**config.mk**
```make
export PLATFORM = sky130hd
export DESIGN_NAME = nmi_line_top
export DESIGN_NICKNAME = d
export VERILOG_FILES = /design/src/rtl/nmi_line_pkg.sv /design/src/rtl/nmi_line_ctrl.sv /design/src/rtl/nmi_line_dp.sv /design/src/rtl/nmi_line_top.sv
export SDC_FILE = /design/constraint.sdc
export NUM_CORES = 1
export LEC_CHECK = 0
export ABC_CLOCK_PERIOD_IN_PS = 2700
export BUFFER_PORTS_ARGS = -buffer_cell sky130_fd_sc_hd__buf_2
export CAP_MARGIN = 20
export CORE_MARGIN = 2
export CORE_UTILIZATION = 45
export DETAILED_ROUTE_END_ITERATION = 7
export PLACE_DENSITY_LB_ADDON = 0.2
export SLEW_MARGIN = 20
export SYNTH_ARGS = -nofsm -noshare
export SYNTH_HDL_FRONTEND = slang
export SYNTH_SLANG_ARGS = --single-unit
```
**constraint.sdc**
```tcl
create_clock -name clk -period 2.7 [get_ports clk]
set_input_delay 0.135 -clock clk [delete_from_list [all_inputs] [get_ports clk]]
set_output_delay 0.135 -clock clk [all_outputs]
set_load 0.05 [all_outputs]
```
**src/rtl/nmi_line_pkg.sv**
```systemverilog
package nmi_line_pkg;

  typedef enum logic [1:0] {
    TRIG_LVL_LOW   = 2'd0,
    TRIG_EDGE_FALL = 2'd1,
    TRIG_LVL_HIGH  = 2'd2,
    TRIG_EDGE_RISE = 2'd3
  } trig_e;

  // Strobes from the address decoder to the datapath.
  typedef struct packed {
    logic ctrlWr;
    logic enWr;
    logic pendClr;
    logic ctrlSel;
    logic enSel;
    logic pendSel;
  } regStrobe_t;

  function automatic int ctrlOffset(int layout);
    return (layout >= 0) ? 'h00 : 'h00;
  endfunction

  function automatic int pendOffset(int layout);
    return (layout == 2) ? 'h08 : 'h04;
  endfunction

  function automatic int enOffset(int layout);
    case (layout)
      0:       return 'h34;
      1:       return 'h08;
      default: return 'h04;
    endcase
  endfunction

endpackage

```
**src/rtl/nmi_line_ctrl.sv**
```systemverilog
module nmi_line_ctrl
  import nmi_line_pkg::*;
#(
  parameter int ADDR_W = 8,
  parameter int LAYOUT = 0
) (
  input  logic [ADDR_W-1:0] busAddr,
  input  logic              busWrEn,
  input  logic              wrBit0,
  output regStrobe_t        strb
);

  localparam int CTRL_OFF = ctrlOffset(LAYOUT);
  localparam int PEND_OFF = pendOffset(LAYOUT);
  localparam int EN_OFF   = enOffset(LAYOUT);

  logic hitCtrl, hitPend, hitEn;

  assign hitCtrl = (busAddr == CTRL_OFF[ADDR_W-1:0]);
  assign hitPend = (busAddr == PEND_OFF[ADDR_W-1:0]);
  assign hitEn   = (busAddr == EN_OFF[ADDR_W-1:0]);

  always_comb begin
    strb         = '0;
    strb.ctrlSel = hitCtrl;
    strb.pendSel = hitPend;
    strb.enSel   = hitEn;
    strb.ctrlWr  = busWrEn && hitCtrl;
    strb.enWr    = busWrEn && hitEn;
    strb.pendClr = busWrEn && hitPend && wrBit0;
  end

endmodule

```
**src/rtl/nmi_line_dp.sv**
```systemverilog
module nmi_line_dp
  import nmi_line_pkg::*;
#(
  parameter int DATA_W      = 32,
  parameter int SYNC_STAGES = 2
) (
  input  logic              clk,
  input  logic              rstN,
  input  logic              nmiIn,
  input  regStrobe_t        strb,
  input  logic [DATA_W-1:0] wrData,
  output logic [DATA_W-1:0] rdData,
  output logic              irqOut,
  output logic              pendQ,
  output logic              enQ,
  output logic [1:0]        modeQ,
  output logic              syncVal,
  output logic              syncPrev
);

  logic [SYNC_STAGES-1:0] syncChain;
  logic [DATA_W-1:0]      ctrlQ;
  logic                   evt;
  trig_e                  mode;

  // Line synchroniser, idle-high after reset.
  generate
    if (SYNC_STAGES == 1) begin : g_sync1
      always_ff @(posedge clk or negedge rstN)
        if (!rstN) syncChain <= '1;
        else       syncChain <= nmiIn;
    end else begin : g_syncN
      always_ff @(posedge clk or negedge rstN)
        if (!rstN) syncChain <= '1;
        else       syncChain <= {syncChain[SYNC_STAGES-2:0], nmiIn};
    end
  endgenerate

  assign syncVal = syncChain[SYNC_STAGES-1];

  always_ff @(posedge clk or negedge rstN)
    if (!rstN) syncPrev <= 1'b1;
    else       syncPrev <= syncVal;

  always_ff @(posedge clk or negedge rstN)
    if (!rstN)            ctrlQ <= '0;
    else if (strb.ctrlWr) ctrlQ <= wrData;

  assign modeQ = ctrlQ[1:0];
  assign mode  = trig_e'(ctrlQ[1:0]);

  always_comb begin
    case (mode)
      TRIG_LVL_LOW:   evt = !syncVal;
      TRIG_EDGE_FALL: evt = syncPrev && !syncVal;
      TRIG_LVL_HIGH:  evt = syncVal;
      default:        evt = !syncPrev && syncVal;
    endcase
  end

  // A new event has priority over a software clear.
  always_ff @(posedge clk or negedge rstN)
    if (!rstN)             pendQ <= 1'b0;
    else if (evt)          pendQ <= 1'b1;
    else if (strb.pendClr) pendQ <= 1'b0;

  always_ff @(posedge clk or negedge rstN)
    if (!rstN)          enQ <= 1'b0;
    else if (strb.enWr) enQ <= wrData[0];

  always_ff @(posedge clk or negedge rstN)
    if (!rstN) irqOut <= 1'b0;
    else       irqOut <= pendQ && enQ;

  always_comb begin
    rdData = '0;
    if (strb.ctrlSel) rdData = ctrlQ;
    if (strb.pendSel) rdData[0] = pendQ;
    if (strb.enSel)   rdData[0] = enQ;
  end

endmodule

```
**src/rtl/nmi_line_top.sv**
```systemverilog
module nmi_line_top
  import nmi_line_pkg::*;
#(
  parameter int LAYOUT      = 0,
  parameter int ADDR_W      = 8,
  parameter int DATA_W      = 32,
  parameter int SYNC_STAGES = 2
) (
  input  logic              clk,
  input  logic              rstN,
  input  logic              nmiIn,
  input  logic [ADDR_W-1:0] busAddr,
  input  logic              busWrEn,
  input  logic [DATA_W-1:0] busWrData,
  output logic [DATA_W-1:0] busRdData,
  output logic              irqOut
);

  regStrobe_t strb;
  logic       pendQ, enQ, syncVal, syncPrev, pendClrS;
  logic [1:0] modeQ;

  nmi_line_ctrl #(.ADDR_W(ADDR_W), .LAYOUT(LAYOUT)) u_ctrl (
    .busAddr(busAddr),
    .busWrEn(busWrEn),
    .wrBit0 (busWrData[0]),
    .strb   (strb)
  );

  nmi_line_dp #(.DATA_W(DATA_W), .SYNC_STAGES(SYNC_STAGES)) u_dp (
    .clk     (clk),
    .rstN    (rstN),
    .nmiIn   (nmiIn),
    .strb    (strb),
    .wrData  (busWrData),
    .rdData  (busRdData),
    .irqOut  (irqOut),
    .pendQ   (pendQ),
    .enQ     (enQ),
    .modeQ   (modeQ),
    .syncVal (syncVal),
    .syncPrev(syncPrev)
  );

  assign pendClrS = strb.pendClr;

endmodule

```
After elaboration in Yosys (flattened, before gate mapping). Index checks and enable logic that the tools add are counted.

Eq/ne operators: 4. Mux-type cells: 6. Reductions and logical operators: 12.

Operator list (count): 32-bit 2-to-1 mux (1); 8-bit by 3-bit equality test with 1-bit output (second input constant) (1); 8-bit by 6-bit equality test with 1-bit output (second input constant) (1); 8-bit logical NOT (1); 1-bit logical AND (7); 1-bit 2-to-1 mux (4); 1-bit case mux with 3 select lines (1); 2-bit by 1-bit equality test with 1-bit output (second input constant) (1); 2-bit equality test (second input constant) (1); 1-bit logical NOT (2); 2-bit logical NOT (1); 2-bit nonzero test (1).

Flip-flop bits (word level): 38. Bits of input ports: 44. Output and inout bits: 33. Word-level logic and storage cells: 28.

Longest topological paths before layout.
Depth after elaboration: 5. Mapped depth: 4.

Hierarchy. Synthesis repeated with hierarchy kept, for this count alone.

Cell total of the unflattened synthesis: 136. Area total of the unflattened synthesis: 1931.9 sq um.

By module, submodules not included: nmi_line_dp (times used 1, cells each 121, area each 1794.2 sq um); nmi_line_ctrl (times used 1, cells each 15, area each 137.6 sq um).

Worst setup path before layout. Ideal clock, no wire load.

Kind: input-to-output. Start point: in busAddr[5]. End point: out busRdData[10]. Data arrival time: 1.276 ns. Data required time: 2.565 ns. Setup slack: 1.289 ns. Stages on the path: 3. Buffers on the path: 1. Cell sequence: nor4_4 clkbuf_1 and3_1.

Word-level cells in the longest chain between the ends: 2.

Ends and longest elaborated chain: start: declaration (line nmi_line_top.sv:12) `input logic [ADDR_W-1:0] busAddr,`; 8-bit logical NOT (line nmi_line_ctrl.sv:19) `assign hitCtrl = (busAddr == CTRL_OFF[ADDR_W-1:0]);`; 32-bit 2-to-1 mux (line nmi_line_dp.sv:77) `if (strb.ctrlSel) rdData = ctrlQ;`; end: declaration (line nmi_line_top.sv:15) `output logic [DATA_W-1:0] busRdData,`.

No other way between the ends.

Worst setup path after layout.
Start point: in busAddr[5]. End point: out busRdData[0].

Word-level cells in the longest chain between the ends: 4. Elaborated cells on any way between the ends: 6.

Ends and longest elaborated chain: 8-bit logical NOT (line nmi_line_ctrl.sv:19); 32-bit 2-to-1 mux (line nmi_line_dp.sv:77); 1-bit 2-to-1 mux (line nmi_line_dp.sv:78) `if (strb.pendSel) rdData[0] = pendQ;`; 1-bit 2-to-1 mux (*) (line nmi_line_dp.sv:79) `if (strb.enSel) rdData[0] = enQ;`.

Mark *: on every way between the ends. The rest lies on a longest branch, timed or not.

==> impl_metrics.py <==
metrics = {
    "run_status": {
        "outcome": "complete, no violations",
    },
    "timing": {
        "post-route-min-period_ns": 1.681,
        "relSlewSlack": 0.4512,
        "fmax_mhz": 594.9,
        "worstMarginPinSlew_ns": 0.8232,
        "finalCritPeriodShare": 0.6226,
        "slew_viol_final": 0,
        "final_hold_viol_count": 0,
        "hold_slack_ns": 0.07379,
        "finClkSkew_ns": 0.0001118,
        "finalWorstSetupSlack_ns": 1.019,
        "setup_tns_ns": 0,
        "rsz0062_at_grt": "no",
        "setup_viol": 0,
    },
    "grt": {
        "grt_overflow_total": 0,
        "grt_pass1_wl_um": 6313,
        "antenna_found_initial": 0,
        "grt_max_degree": 39,
        "grt.total_usage": 0.1865,
        "grt_pass1_vias": 1292,
    },
    "place": {
        "dp_slack_ns": 0.8774,
        "gp_congestion": 0.7223,
        "port_buffers": 76,
        "dp_hpwl_um": 2853,
    },
    "layout": {
        "nNetsFinal": 251,
        "final_util": 0.6074,
        "synthToLayoutAreaGrowth_pct": 30.53,
        "antenna_cells": 0,
        "drive_gt1_frac": 0.6202,
        "fill_cells": 310,
    },
    "pwr": {
        "clkPwrFrac": 0.452,
        "powerDensity_nw_per_um2": 542.5,
        "ir_drop_v": 0.0002891,
        "seq_power_share": 0.468,
        "finalPower_mw": 1.309,
        "p_sw_mw": 0.2578,
        "cellLeakagePower_nw": 1.495,
        "p_int_mw": 1.051,
        "comb_power_share": 0.080,
        "switching_share": 0.1970,
    },
    "clocking": {
        "insertion_delay_ns": 0.28,
        "cts_sinks": 38,
        "post_cts_buffers": 0,
        "cts_root_buffer": "clkbuf_8",
        "htree_levels": 2,
        "ctsHoldBuffers": 2,
        "clockBufferDepth": 2,
        "cts-resized-gates": 0,
        "cts-buffers-inserted": 5,
        "cts_tree": "built",
        "clkSlewWorstSetupHoldPaths_ns": 0.07,
    },
    "synthesis": {
        "syn_inst": 129,
        "ys_ff_latch": 38,
        "synth-simple-area-share": 0.1787,
        "yosys.area_share.xor_xnor": 0,
        "netlist_area_um2": 1848,
        "muxShareOfSynthArea": 0.2620,
        "synthDistinctLibCells": 20,
        "synth_fp_nets": 173,
        "synth-seq-area-share": 0.5166,
        "avgSynthCellArea_um2": 14.33,
        "yosys_warnings": 0,
        "synth_adder_area_share": 0,
        "synth_compound_area_frac": 0.01219,
        "synth_top_family_by_area": "multiplexers",
    },
    "floorplan": {
        "die_area_um2": 4636,
        "fp.dieH_um": 68.09,
        "die_x_um": 68.09,
        "num_rows": 23,
        "coreArea_um2": 3971,
        "pin_count": 77,
        "start_util": 0.4653,
    },
    "worst_setup_path": {
        "arrival_ns": 1.55,
        "slowest_stage": "nor4_4",
        "critPathKind": "in2out",
        "timing.rr.start": "u_dp.syncPrev",
        "cp_common_cell": "buf_2",
        "critPathRequiredTime_ns": 2.57,
        "crit_fanout": 34,
        "critPathCaptureType": "primary output",
        "start_kind": "input pin",
        "ff2ff_setup_slack_ns": 1.73,
        "slowest_delay_ns": 0.35,
        "reg2reg_depth": 2,
        "reg2reg_to": "u_dp.pendQ",
        "path_cells": "buf_2 -> nor4_4 -> buf_4 -> and3_2 -> a211o_1 -> buf_2",
    },
    "route": {
        "drt_wl_total_um": 4099,
        "num_vias": 1303,
        "first_pass_iters": 4,
        "drt_iter0_markers": 84,
        "drc_errors": 0,
        "ant_nets": 0,
        "avgViaCountPerCell": 5.050,
        "wl_per_cell_um": 15.89,
    },
    "flow_run": {
        "cap_violations": 0,
    },
    "worst_hold_path": {
        "worst_hold_path.endpoint": "u_dp.ctrlQ[1]",
        "hold_path_depth": 2,
        "hp-class": "in2reg",
        "hp-start": "busWrData[1]",
    },
}
==> cell families (layout without fill, tap and decap cells) <==
kind of cell / Yosys count / in the layout
AOI/OAI and AO/OA: 3 / 3
and+or+nand+nor: 46 / 46
buffers and inverters: 9 / 88
DFF: 38 / 38
muxes: 33 / 33
==> how the worst max path moves through the flow <==
stage	startpoint	to	slack, ns	cells past startpoint
floorplan	busAddr[5]	busRdData[10]	1.29	3
global route	busAddr[5]	busRdData[0]	0.93	6
detailed placement	busAddr[5]	u_dp.ctrlQ[23]	0.88	4
finish	busAddr[5]	busRdData[0]	1.02	6
global placement	busAddr[5]	u_dp.ctrlQ[9]	0.95	4
CTS	busAddr[5]	busRdData[0]	1.01	6
==> power by group through the flow <==
| stage | sequential [mW] | clock [mW] | combinational [mW] |
|---|---|---|---|
| floorplan | 0.620 | 0 | 0.0460 |
| global placement | 0.621 | 0 | 0.0996 |
| detailed placement | 0.622 | 0 | 0.105 |
| CTS | 0.612 | 0.606 | 0.107 |
| global route | 0.615 | 0.630 | 0.116 |
| finish | 0.612 | 0.591 | 0.105 |
==> area by class of cell <==
| class | instances | area (um^2) | area share |
|---|---|---|---|
| repair buffers | 80 | 415.4 | 0.1722 |
| well taps | 50 | 62.56 | 0.02593 |
| flip-flops and latches | 38 | 954.7 | 0.3957 |
| clock buffers | 6 | 82.58 | 0.03423 |
| clock inverters | 2 | 60.06 | 0.02490 |
| multi-input cells | 82 | 837.1 | 0.3470 |
==> state kept, by name (all words and copies together), names as in the netlist <==
register	cells
u_dp.syncPrev	1
u_dp.enQ	1
u_dp.pendQ	1
u_dp.syncChain	2
u_dp.irqOut	1
u_dp.ctrlQ	32
==> routing by layer <==
layer	part of all wire	global-route usage
met1	0.45	0.2452
met2	0.48	0.3010
met3	0.060	0.04276
met4	0.011	0.06750
met5	0	0
==> cell usage after synthesis <==
| library cell | instances | area, um^2 |
|---|---|---|
| nor4b_1 | 1 | 8.760 |
| nor2_1 | 1 | 3.750 |
| nand2_1 | 1 | 3.750 |
| dfrtp_1 | 35 | 875.8 |
| nor2b_1 | 1 | 6.260 |
| nand4_1 | 2 | 12.51 |
| and2_2 | 1 | 7.510 |
| a211o_1 | 2 | 17.52 |
| and2_1 | 1 | 6.260 |
| mux2_2 | 3 | 33.78 |
| nand3_4 | 1 | 17.52 |
| nor3_1 | 1 | 5.000 |
| buf_6 | 3 | 33.78 |
| clkbuf_1 | 6 | 22.52 |
| and3_2 | 3 | 22.52 |
| a21oi_1 | 1 | 5.000 |
| mux2_4 | 30 | 450.4 |
| dfstp_2 | 3 | 78.83 |
| and3_1 | 31 | 193.9 |
| nor4_4 | 2 | 42.54 |
==> cell usage in the layout (no fill, tap or decap), types with 2 or more instances in the layout <==
| cell type | instances |
|---|---|
| buf_2 | 76 |
| dfrtp_1 | 35 |
| and3_1 | 31 |
| mux2_4 | 30 |
| clkbuf_8 | 6 |
| and3_2 | 3 |
| mux2_2 | 3 |
| dfstp_2 | 3 |
| nor4_4 | 2 |
| a211o_1 | 2 |
| nand4_1 | 2 |
| bufinv_16 | 2 |
| dlygate4sd3_1 | 2 |
| buf_4 | 2 |
==> through the flow <==
step / std cells / cell area [um^2]
finish: 258 / 2412
global route: 258 / 2412
CTS: 258 / 2412
detailed placement: 248 / 2250
global placement: 248 / 2250
floorplan: 129 / 1848
==> worst max-delay path, delay by kind of cell <==
kind                   cells  cell delay, ns
and+or+nand+nor            2            0.58
AOI/OAI and AO/OA          1            0.10
buffers and inverters      3            0.72
No activity file was read; power rests on OpenSTA's default activity.
